File: src/rtl/prio_irq_pkg.sv
package prio_irq_pkg;
  localparam int LVL_W   = 2;
  localparam int NUM_LVL = 1 << LVL_W;

  typedef logic [LVL_W-1:0] lvl_t;

  typedef enum logic [1:0] {
    SEL_SRC_EN  = 2'd0,
    SEL_PRIO_LO = 2'd1,
    SEL_PRIO_HI = 2'd2,
    SEL_GLOBAL  = 2'd3
  } cfg_sel_e;
endpackage

File: src/rtl/prio_irq_cfg.sv
module prio_irq_cfg
  import prio_irq_pkg::*;
#(
  parameter int NUM_SRC = 16
) (
  input  logic               clk,
  input  logic               rst_n,
  input  logic               cfg_wr,
  input  logic [1:0]         cfg_sel,
  input  logic [NUM_SRC-1:0] cfg_wdata,
  output logic [NUM_SRC-1:0] src_en,
  output logic [NUM_SRC-1:0] prio_lo,
  output logic [NUM_SRC-1:0] prio_hi,
  output logic               glb_en
);
  always_ff @(posedge clk) begin
    if (!rst_n) begin
      src_en  <= '0;
      prio_lo <= '0;
      prio_hi <= '0;
      glb_en  <= 1'b0;
    end else if (cfg_wr) begin
      case (cfg_sel_e'(cfg_sel))
        SEL_SRC_EN:  src_en  <= cfg_wdata;
        SEL_PRIO_LO: prio_lo <= cfg_wdata;
        SEL_PRIO_HI: prio_hi <= cfg_wdata;
        SEL_GLOBAL:  glb_en  <= cfg_wdata[0];
        default:     glb_en  <= glb_en;
      endcase
    end
  end
endmodule

File: src/rtl/prio_irq_pick.sv
module prio_irq_pick
  import prio_irq_pkg::*;
#(
  parameter int NUM_SRC = 16,
  parameter int IDX_W   = 4,
  parameter int LVL     = 0
) (
  input  logic [NUM_SRC-1:0] elig,
  input  logic [NUM_SRC-1:0] prio_lo,
  input  logic [NUM_SRC-1:0] prio_hi,
  output logic               hit,
  output logic [IDX_W-1:0]   idx
);
  logic [NUM_SRC-1:0] at_lvl;

  always_comb begin
    for (int i = 0; i < NUM_SRC; i++) begin
      at_lvl[i] = elig[i] && ({prio_hi[i], prio_lo[i]} == lvl_t'(LVL));
    end
  end

  // lowest index wins: scan downward so the last hit is the smallest
  always_comb begin
    idx = '0;
    for (int i = NUM_SRC - 1; i >= 0; i--) begin
      if (at_lvl[i]) idx = IDX_W'(i);
    end
    hit = |at_lvl;
  end
endmodule

File: src/rtl/prio_irq_arb.sv
module prio_irq_arb
  import prio_irq_pkg::*;
#(
  parameter int NUM_SRC = 16,
  parameter int IDX_W   = 4
) (
  input  logic [NUM_SRC-1:0] elig,
  input  logic [NUM_SRC-1:0] prio_lo,
  input  logic [NUM_SRC-1:0] prio_hi,
  output logic               any,
  output logic [IDX_W-1:0]   win_idx,
  output lvl_t               win_lvl
);
  logic [NUM_LVL-1:0] lvl_hit;
  logic [IDX_W-1:0]   lvl_idx [NUM_LVL];

  for (genvar l = 0; l < NUM_LVL; l++) begin : g_lvl
    prio_irq_pick #(
      .NUM_SRC(NUM_SRC),
      .IDX_W  (IDX_W),
      .LVL    (l)
    ) u_pick (
      .elig   (elig),
      .prio_lo(prio_lo),
      .prio_hi(prio_hi),
      .hit    (lvl_hit[l]),
      .idx    (lvl_idx[l])
    );
  end

  // higher level overrides: the last level with a hit wins
  always_comb begin
    any     = 1'b0;
    win_idx = '0;
    win_lvl = '0;
    for (int l = 0; l < NUM_LVL; l++) begin
      if (lvl_hit[l]) begin
        any     = 1'b1;
        win_idx = lvl_idx[l];
        win_lvl = lvl_t'(l);
      end
    end
  end
endmodule

File: src/rtl/prio_irq_nest.sv
module prio_irq_nest
  import prio_irq_pkg::*;
(
  input  logic clk,
  input  logic rst_n,
  input  logic push,
  input  lvl_t push_lvl,
  input  logic pop,
  output logic act_vld,
  output lvl_t act_lvl
);
  logic [NUM_LVL-1:0] isr_q;
  logic [NUM_LVL-1:0] top_oh;
  logic [NUM_LVL-1:0] set_oh;

  always_comb begin
    act_vld = 1'b0;
    act_lvl = '0;
    for (int l = 0; l < NUM_LVL; l++) begin
      if (isr_q[l]) begin
        act_vld = 1'b1;
        act_lvl = lvl_t'(l);
      end
    end
    top_oh = act_vld ? (NUM_LVL'(1) << act_lvl) : '0;
    set_oh = push ? (NUM_LVL'(1) << push_lvl) : '0;
  end

  always_ff @(posedge clk) begin
    if (!rst_n) isr_q <= '0;
    else        isr_q <= (isr_q & ~(pop ? top_oh : '0)) | set_oh;
  end


  push_marks_chk: assert property (@(posedge clk) disable iff (!rst_n)
    push |=> isr_q[$past(push_lvl)]);


  pop_one_chk: assert property (@(posedge clk) disable iff (!rst_n)
    (pop && !push && (isr_q != '0)) |=> ($countones(isr_q) == $countones($past(isr_q)) - 1));
endmodule

File: src/rtl/prio_irq_ctrl.sv
module prio_irq_ctrl
  import prio_irq_pkg::*;
#(
  parameter int NUM_SRC = 16,
  localparam int IDX_W  = $clog2(NUM_SRC)
) (
  input  logic               clk,
  input  logic               rst_n,
  input  logic [NUM_SRC-1:0] src_req,
  input  logic               cfg_wr,
  input  logic [1:0]         cfg_sel,
  input  logic [NUM_SRC-1:0] cfg_wdata,
  input  logic               insn_bound,
  input  logic               vec_ack,
  input  logic               reti,
  output logic               irq_valid,
  output logic [IDX_W-1:0]   irq_idx
);
  logic [NUM_SRC-1:0] src_en, prio_lo, prio_hi, elig;
  logic               glb_en;
  logic               arb_any, cand_ok, take;
  logic [IDX_W-1:0]   arb_idx;
  lvl_t               arb_lvl, lvl_q, act_lvl;
  logic               act_vld, vld_q;
  logic [IDX_W-1:0]   idx_q;

  prio_irq_cfg #(.NUM_SRC(NUM_SRC)) u_cfg (
    .clk      (clk),
    .rst_n    (rst_n),
    .cfg_wr   (cfg_wr),
    .cfg_sel  (cfg_sel),
    .cfg_wdata(cfg_wdata),
    .src_en   (src_en),
    .prio_lo  (prio_lo),
    .prio_hi  (prio_hi),
    .glb_en   (glb_en)
  );

  assign elig = src_req & src_en & {NUM_SRC{glb_en}};

  prio_irq_arb #(.NUM_SRC(NUM_SRC), .IDX_W(IDX_W)) u_arb (
    .elig   (elig),
    .prio_lo(prio_lo),
    .prio_hi(prio_hi),
    .any    (arb_any),
    .win_idx(arb_idx),
    .win_lvl(arb_lvl)
  );

  assign take    = vec_ack && vld_q;
  assign cand_ok = arb_any && (!act_vld || (arb_lvl > act_lvl));

  prio_irq_nest u_nest (
    .clk     (clk),
    .rst_n   (rst_n),
    .push    (take),
    .push_lvl(lvl_q),
    .pop     (reti),
    .act_vld (act_vld),
    .act_lvl (act_lvl)
  );

  always_ff @(posedge clk) begin
    if (!rst_n) begin
      vld_q <= 1'b0;
      idx_q <= '0;
      lvl_q <= '0;
    end else if (take) begin
      vld_q <= 1'b0;
    end else if (insn_bound) begin
      vld_q <= cand_ok;
      idx_q <= arb_idx;
      lvl_q <= arb_lvl;
    end
  end

  assign irq_valid = vld_q;
  assign irq_idx   = idx_q;


  offer_hold_chk: assert property (@(posedge clk) disable iff (!rst_n)
    (vld_q && !insn_bound && !vec_ack) |=> (vld_q && $stable(idx_q)));


  glb_gate_chk: assert property (@(posedge clk) disable iff (!rst_n)
    $rose(vld_q) |-> $past(glb_en));


  strict_nest_chk: assert property (@(posedge clk) disable iff (!rst_n)
    $rose(vld_q) |-> (!$past(act_vld) || (lvl_q > $past(act_lvl))));


  top_block_chk: assert property (@(posedge clk) disable iff (!rst_n)
    (act_vld && (act_lvl == lvl_t'(NUM_LVL - 1)) && insn_bound && !vec_ack) |=> !vld_q);
endmodule

File: config.mk
export PLATFORM = sky130hd
export DESIGN_NAME = prio_irq_ctrl
export DESIGN_NICKNAME = d
export VERILOG_FILES = /design/src/rtl/prio_irq_pkg.sv /design/src/rtl/prio_irq_cfg.sv /design/src/rtl/prio_irq_pick.sv /design/src/rtl/prio_irq_arb.sv /design/src/rtl/prio_irq_nest.sv /design/src/rtl/prio_irq_ctrl.sv
export SDC_FILE = /design/constraint.sdc
export NUM_CORES = 1
export LEC_CHECK = 0
export BUFFER_PORTS_ARGS = -buffer_cell sky130_fd_sc_hd__buf_2
export CORE_ASPECT_RATIO = 1.25
export CORE_MARGIN = 1
export CORE_UTILIZATION = 59
export CTS_CLUSTER_DIAMETER = 40
export DETAILED_ROUTE_END_ITERATION = 16
export PLACE_DENSITY = 0.81
export SYNTH_ARGS = -nofsm -noshare
export SYNTH_HDL_FRONTEND = slang
export SYNTH_SLANG_ARGS = --single-unit
export TNS_END_PERCENT = 50
File: constraint.sdc
create_clock -name clk -period 3.05 [get_ports clk]
set_clock_uncertainty 0.15 [all_clocks]
set_input_delay 0.1525 -clock clk [delete_from_list [all_inputs] [get_ports clk]]
set_output_delay 0.1525 -clock clk [all_outputs]
set_load 0.005 [all_outputs]
==> results.yml <==
grt:
  grt_use_total_pct: 36.0
  grt_max_degree: 56
  overflow: 0
  grt_pass1_vias: 3889
  grt_pass1_wl_mm: 18.5
  antenna_found_initial: 0
synth:
  synth_edf_count: 0
  yosys_warnings: 0
  synth-main-ff-cell: "dfxtp_1"
  syn_inst: 528
  yosys.area.top_type: "dfxtp_1"
  synth_seq_area_share_pct: 31.8
  synth_top_area_share_pct: 31.8
  syn_area_per_cell_um2: 7.15
  async_reset_ff_share_pct: 0
  synthTopCellsByArea: "dfxtp_1 32%, nand2_1 13%, a21oi_1 9.0%"
  syn_area_um2: 3780
  synth_fp_nets: 570
  ys_ff_latch: 60
  synth_cell_types: 63
die:
  core_area_um2: 6170
  die_x_um: 73.6
  design.portCount: 45
  die_area_um2: 6730
  initial_core_util_pct: 61.3
  die_h_um: 91.5
  rows: 32
power_and_ir_drop:
  pwr-share-comb_pct: 10.0
  intPower_uw: 1370
  total_leakage_power_uw: 0.00153
  p_clk_share_pct: 44.5
  power_frac_seq_pct: 45.5
  powerDensity_nw_per_um2: 406
  switching_share_pct: 25.5
  vdd_ir_drop_max_v: 0.000365
  power.switching_uw: 468
  total_power_uw: 1830
drt:
  first_pass_iters: 5
  post_drt_via_cell_ratio: 6.28
  drc: 0
  finalWirelength_mm: 11.7
  drt-wirelength-per-cell_um: 17.3
  via_count: 4243
  ant_nets: 0
  drt-initial-drc-count: 493
cells_and_area:
  fin_nets: 628
  diodes: 0
  fin_cells: 676
  n_fill_cell: 558
  final_cell_mix: "129 x nand2_1, 67 x a21oi_1, 60 x dfxtp_1, 44 x buf_2, 33 x nor2_1"
  drive_gt1_share_pct: 15.1
  area_growth_pct: 19.6
  layout_commonest_cell: "nand2_1"
setup_path:
  worstPathRequired_ns: 3.13
  crit_chain: "buf_12, nand3_2, o22ai_1, or4_4, nand3b_4, or2_4, ha_1, a21oi_1, a21oi_2, o32ai_2, a21oi_1"
  slowest_delay_ns: 0.56
  timing.critical_path.to: "irq_valid$_SDFFE_PP0P_"
  worstSetupPathDepth: 11
  crit_slowest_cell: "or4_4"
  path_max_fanout: 40
  timing.reg2reg.setup_slack_ns: 0.15
  setup.worst_path.end_class: "flip-flop"
  path_buf_inv: 1
  critPathLaunchType: "flip-flop"
  crit_start: "u_cfg.glb_en$_SDFFE_PN0P_"
  worstPathArrival_ns: 2.98
  r2r_start: "u_cfg.glb_en$_SDFFE_PN0P_"
  crit_family: "simple AND/OR/NAND/NOR gates"
  r2r_end: "irq_valid$_SDFFE_PP0P_"
  rr_worst_depth: 11
  crit_type: "flip-flop to flip-flop"
  critPathMostFrequentCell: "a21oi_1"
clock_tree:
  clockBufferDepth: 2
  cts_buffers: 9
  clock_latency_ns: 0.35
  clock_sinks: 60
  postCtsSetupBuffers: 0
  path_clk_slew_ns: 0.07
  h-tree-depth: 3
  clockRootBuffer: "clkbuf_8"
  cts_tree: "yes"
sta:
  fmax_ghz: 0.345
  max-slew-margin-rel_pct: 38.7
  grt_setup_unrepaired: "no"
  finalSetupTns_ns: 0
  final_hold_viol_count: 0
  tightest_slew_ns: 0.918
  report.final.slew_viol_count: 0
  period_needed_ns: 2.90
  setup_violations: 0
  fin_crit_sh_pct: 95.1
place:
  place_congestion: 0.980
  io_buffers: 44
  hpwlAfterDp_mm: 8.15
  dp_cells: 639
run:
  cap_violations: 0
status:
  outcome: "finished clean"
min_path:
  hold_class: "primary input to flip-flop"
==> worst min path at each step <==
stage / startpoint / slack (ns) / cells past startpoint / endpoint
final: cfg_sel[0] / 0.005 / 4 / u_cfg.prio_hi[4]$_SDFFE_PN0P_
after global routing: cfg_sel[0] / 0.05 / 4 / u_cfg.prio_hi[4]$_SDFFE_PN0P_
after CTS: cfg_sel[0] / 0.007 / 4 / u_cfg.prio_hi[4]$_SDFFE_PN0P_
after detailed placement: insn_bound / 0.22 / 2 / irq_valid$_SDFFE_PP0P_
after global placement: insn_bound / 0.22 / 2 / irq_valid$_SDFFE_PP0P_
after floorplan: insn_bound / 0.09 / 1 / irq_valid$_SDFFE_PP0P_
==> state kept, by name, summed over array words and instances, names as in the netlist <==
signal         flops
irq_idx            4
lvl_q              2
u_nest.isr_q       4
u_cfg.prio_hi     16
u_cfg.glb_en       1
irq_valid          1
u_cfg.prio_lo     16
u_cfg.src_en      16
==> layout make-up <==
cell class	instances	area, um^2	area share [%]
clock buffers	10	138	3.05
clock inverters	6	87.6	1.94
inverters	10	37.5	0.831
multi-input cells	435	2470	54.6
flip-flops and latches	60	1200	26.6
well taps	85	106	2.35
repair buffers	70	480	10.6
==> metal layers <==
layer | vias to the layer above | part of all wire [%] | track usage, %
li1 | 2057 | - | -
met1 | 1974 | 44 | 46.1
met2 | 177 | 47 | 58.3
met3 | 35 | 5.8 | 6.99
met4 | 0 | 2.8 | 14.4
met5 | - | 0 | 0
==> timing repair <==
item | CTS | global route
endpoints found under the setup margin | 0 | 1
hold buffers | 21 | 0
resized for setup | 0 | 7
endpoints found under the hold margin | 53 | 0
==> power by group through the flow <==
stage	Sequential, uW	Clock [uW]	Combinational [uW]
global route	837	853	201
finish	834	816	184
floorplan	844	0	92.8
detailed placement	850	0	157
CTS	832	819	178
global placement	849	0	153
==> worst reg2reg max path: cells and delay by family (launching register included) <==
kind                       cells  cell delay [ns]
and+or+nand+nor                4             1.16
buffers and inverters          1             0.18
AOI/OAI and AO/OA              5             0.62
adders and majority gates      1             0.33
DFF                            1             0.34
==> stage by stage <==
stage	hold slack (ns)	worst slack, ns	area [um^2]	utilization (%)
after global placement	0.217	0.259	4050	65.6
after floorplan	0.0930	0.437	3780	-
after detailed placement	0.224	0.156	4050	65.6
after CTS	0.00651	0.0994	4480	72.7
final	0.00536	0.149	4520	73.3
after global routing	0.0465	0.00986	4520	73.3
==> synthesized netlist by cell type, types with 4 or more instances <==
cell type  number
nand2_1       129
a21oi_1        68
dfxtp_1        60
nor2_1         33
o22ai_1        25
nand3_1        17
clkbuf_1       16
a211oi_1       14
o21ai_0        14
nand2b_1       12
nand3b_1       11
o22a_1         10
inv_1           9
and3b_1         6
nor2b_1         6
nor4_1          5
o2111ai_1       5
or2_2           5
and3_1          4
nand4_1         4
nor3_1          4
o211ai_1        4
o32a_1          4
==> logic make-up (layout without fill, tap and decap cells) <==
kind of cell,count (synthesis),in the layout,share of synthesized area (%)
muxes,1,1,0.265
DFF,60,60,31.8
AOI/OAI and AO/OA,175,175,30.2
and+or+nand+nor,257,257,33.3
adders and majority gates,2,2,0.662
buffers and inverters,33,96,3.81
Power figures use the tool's default switching activity.
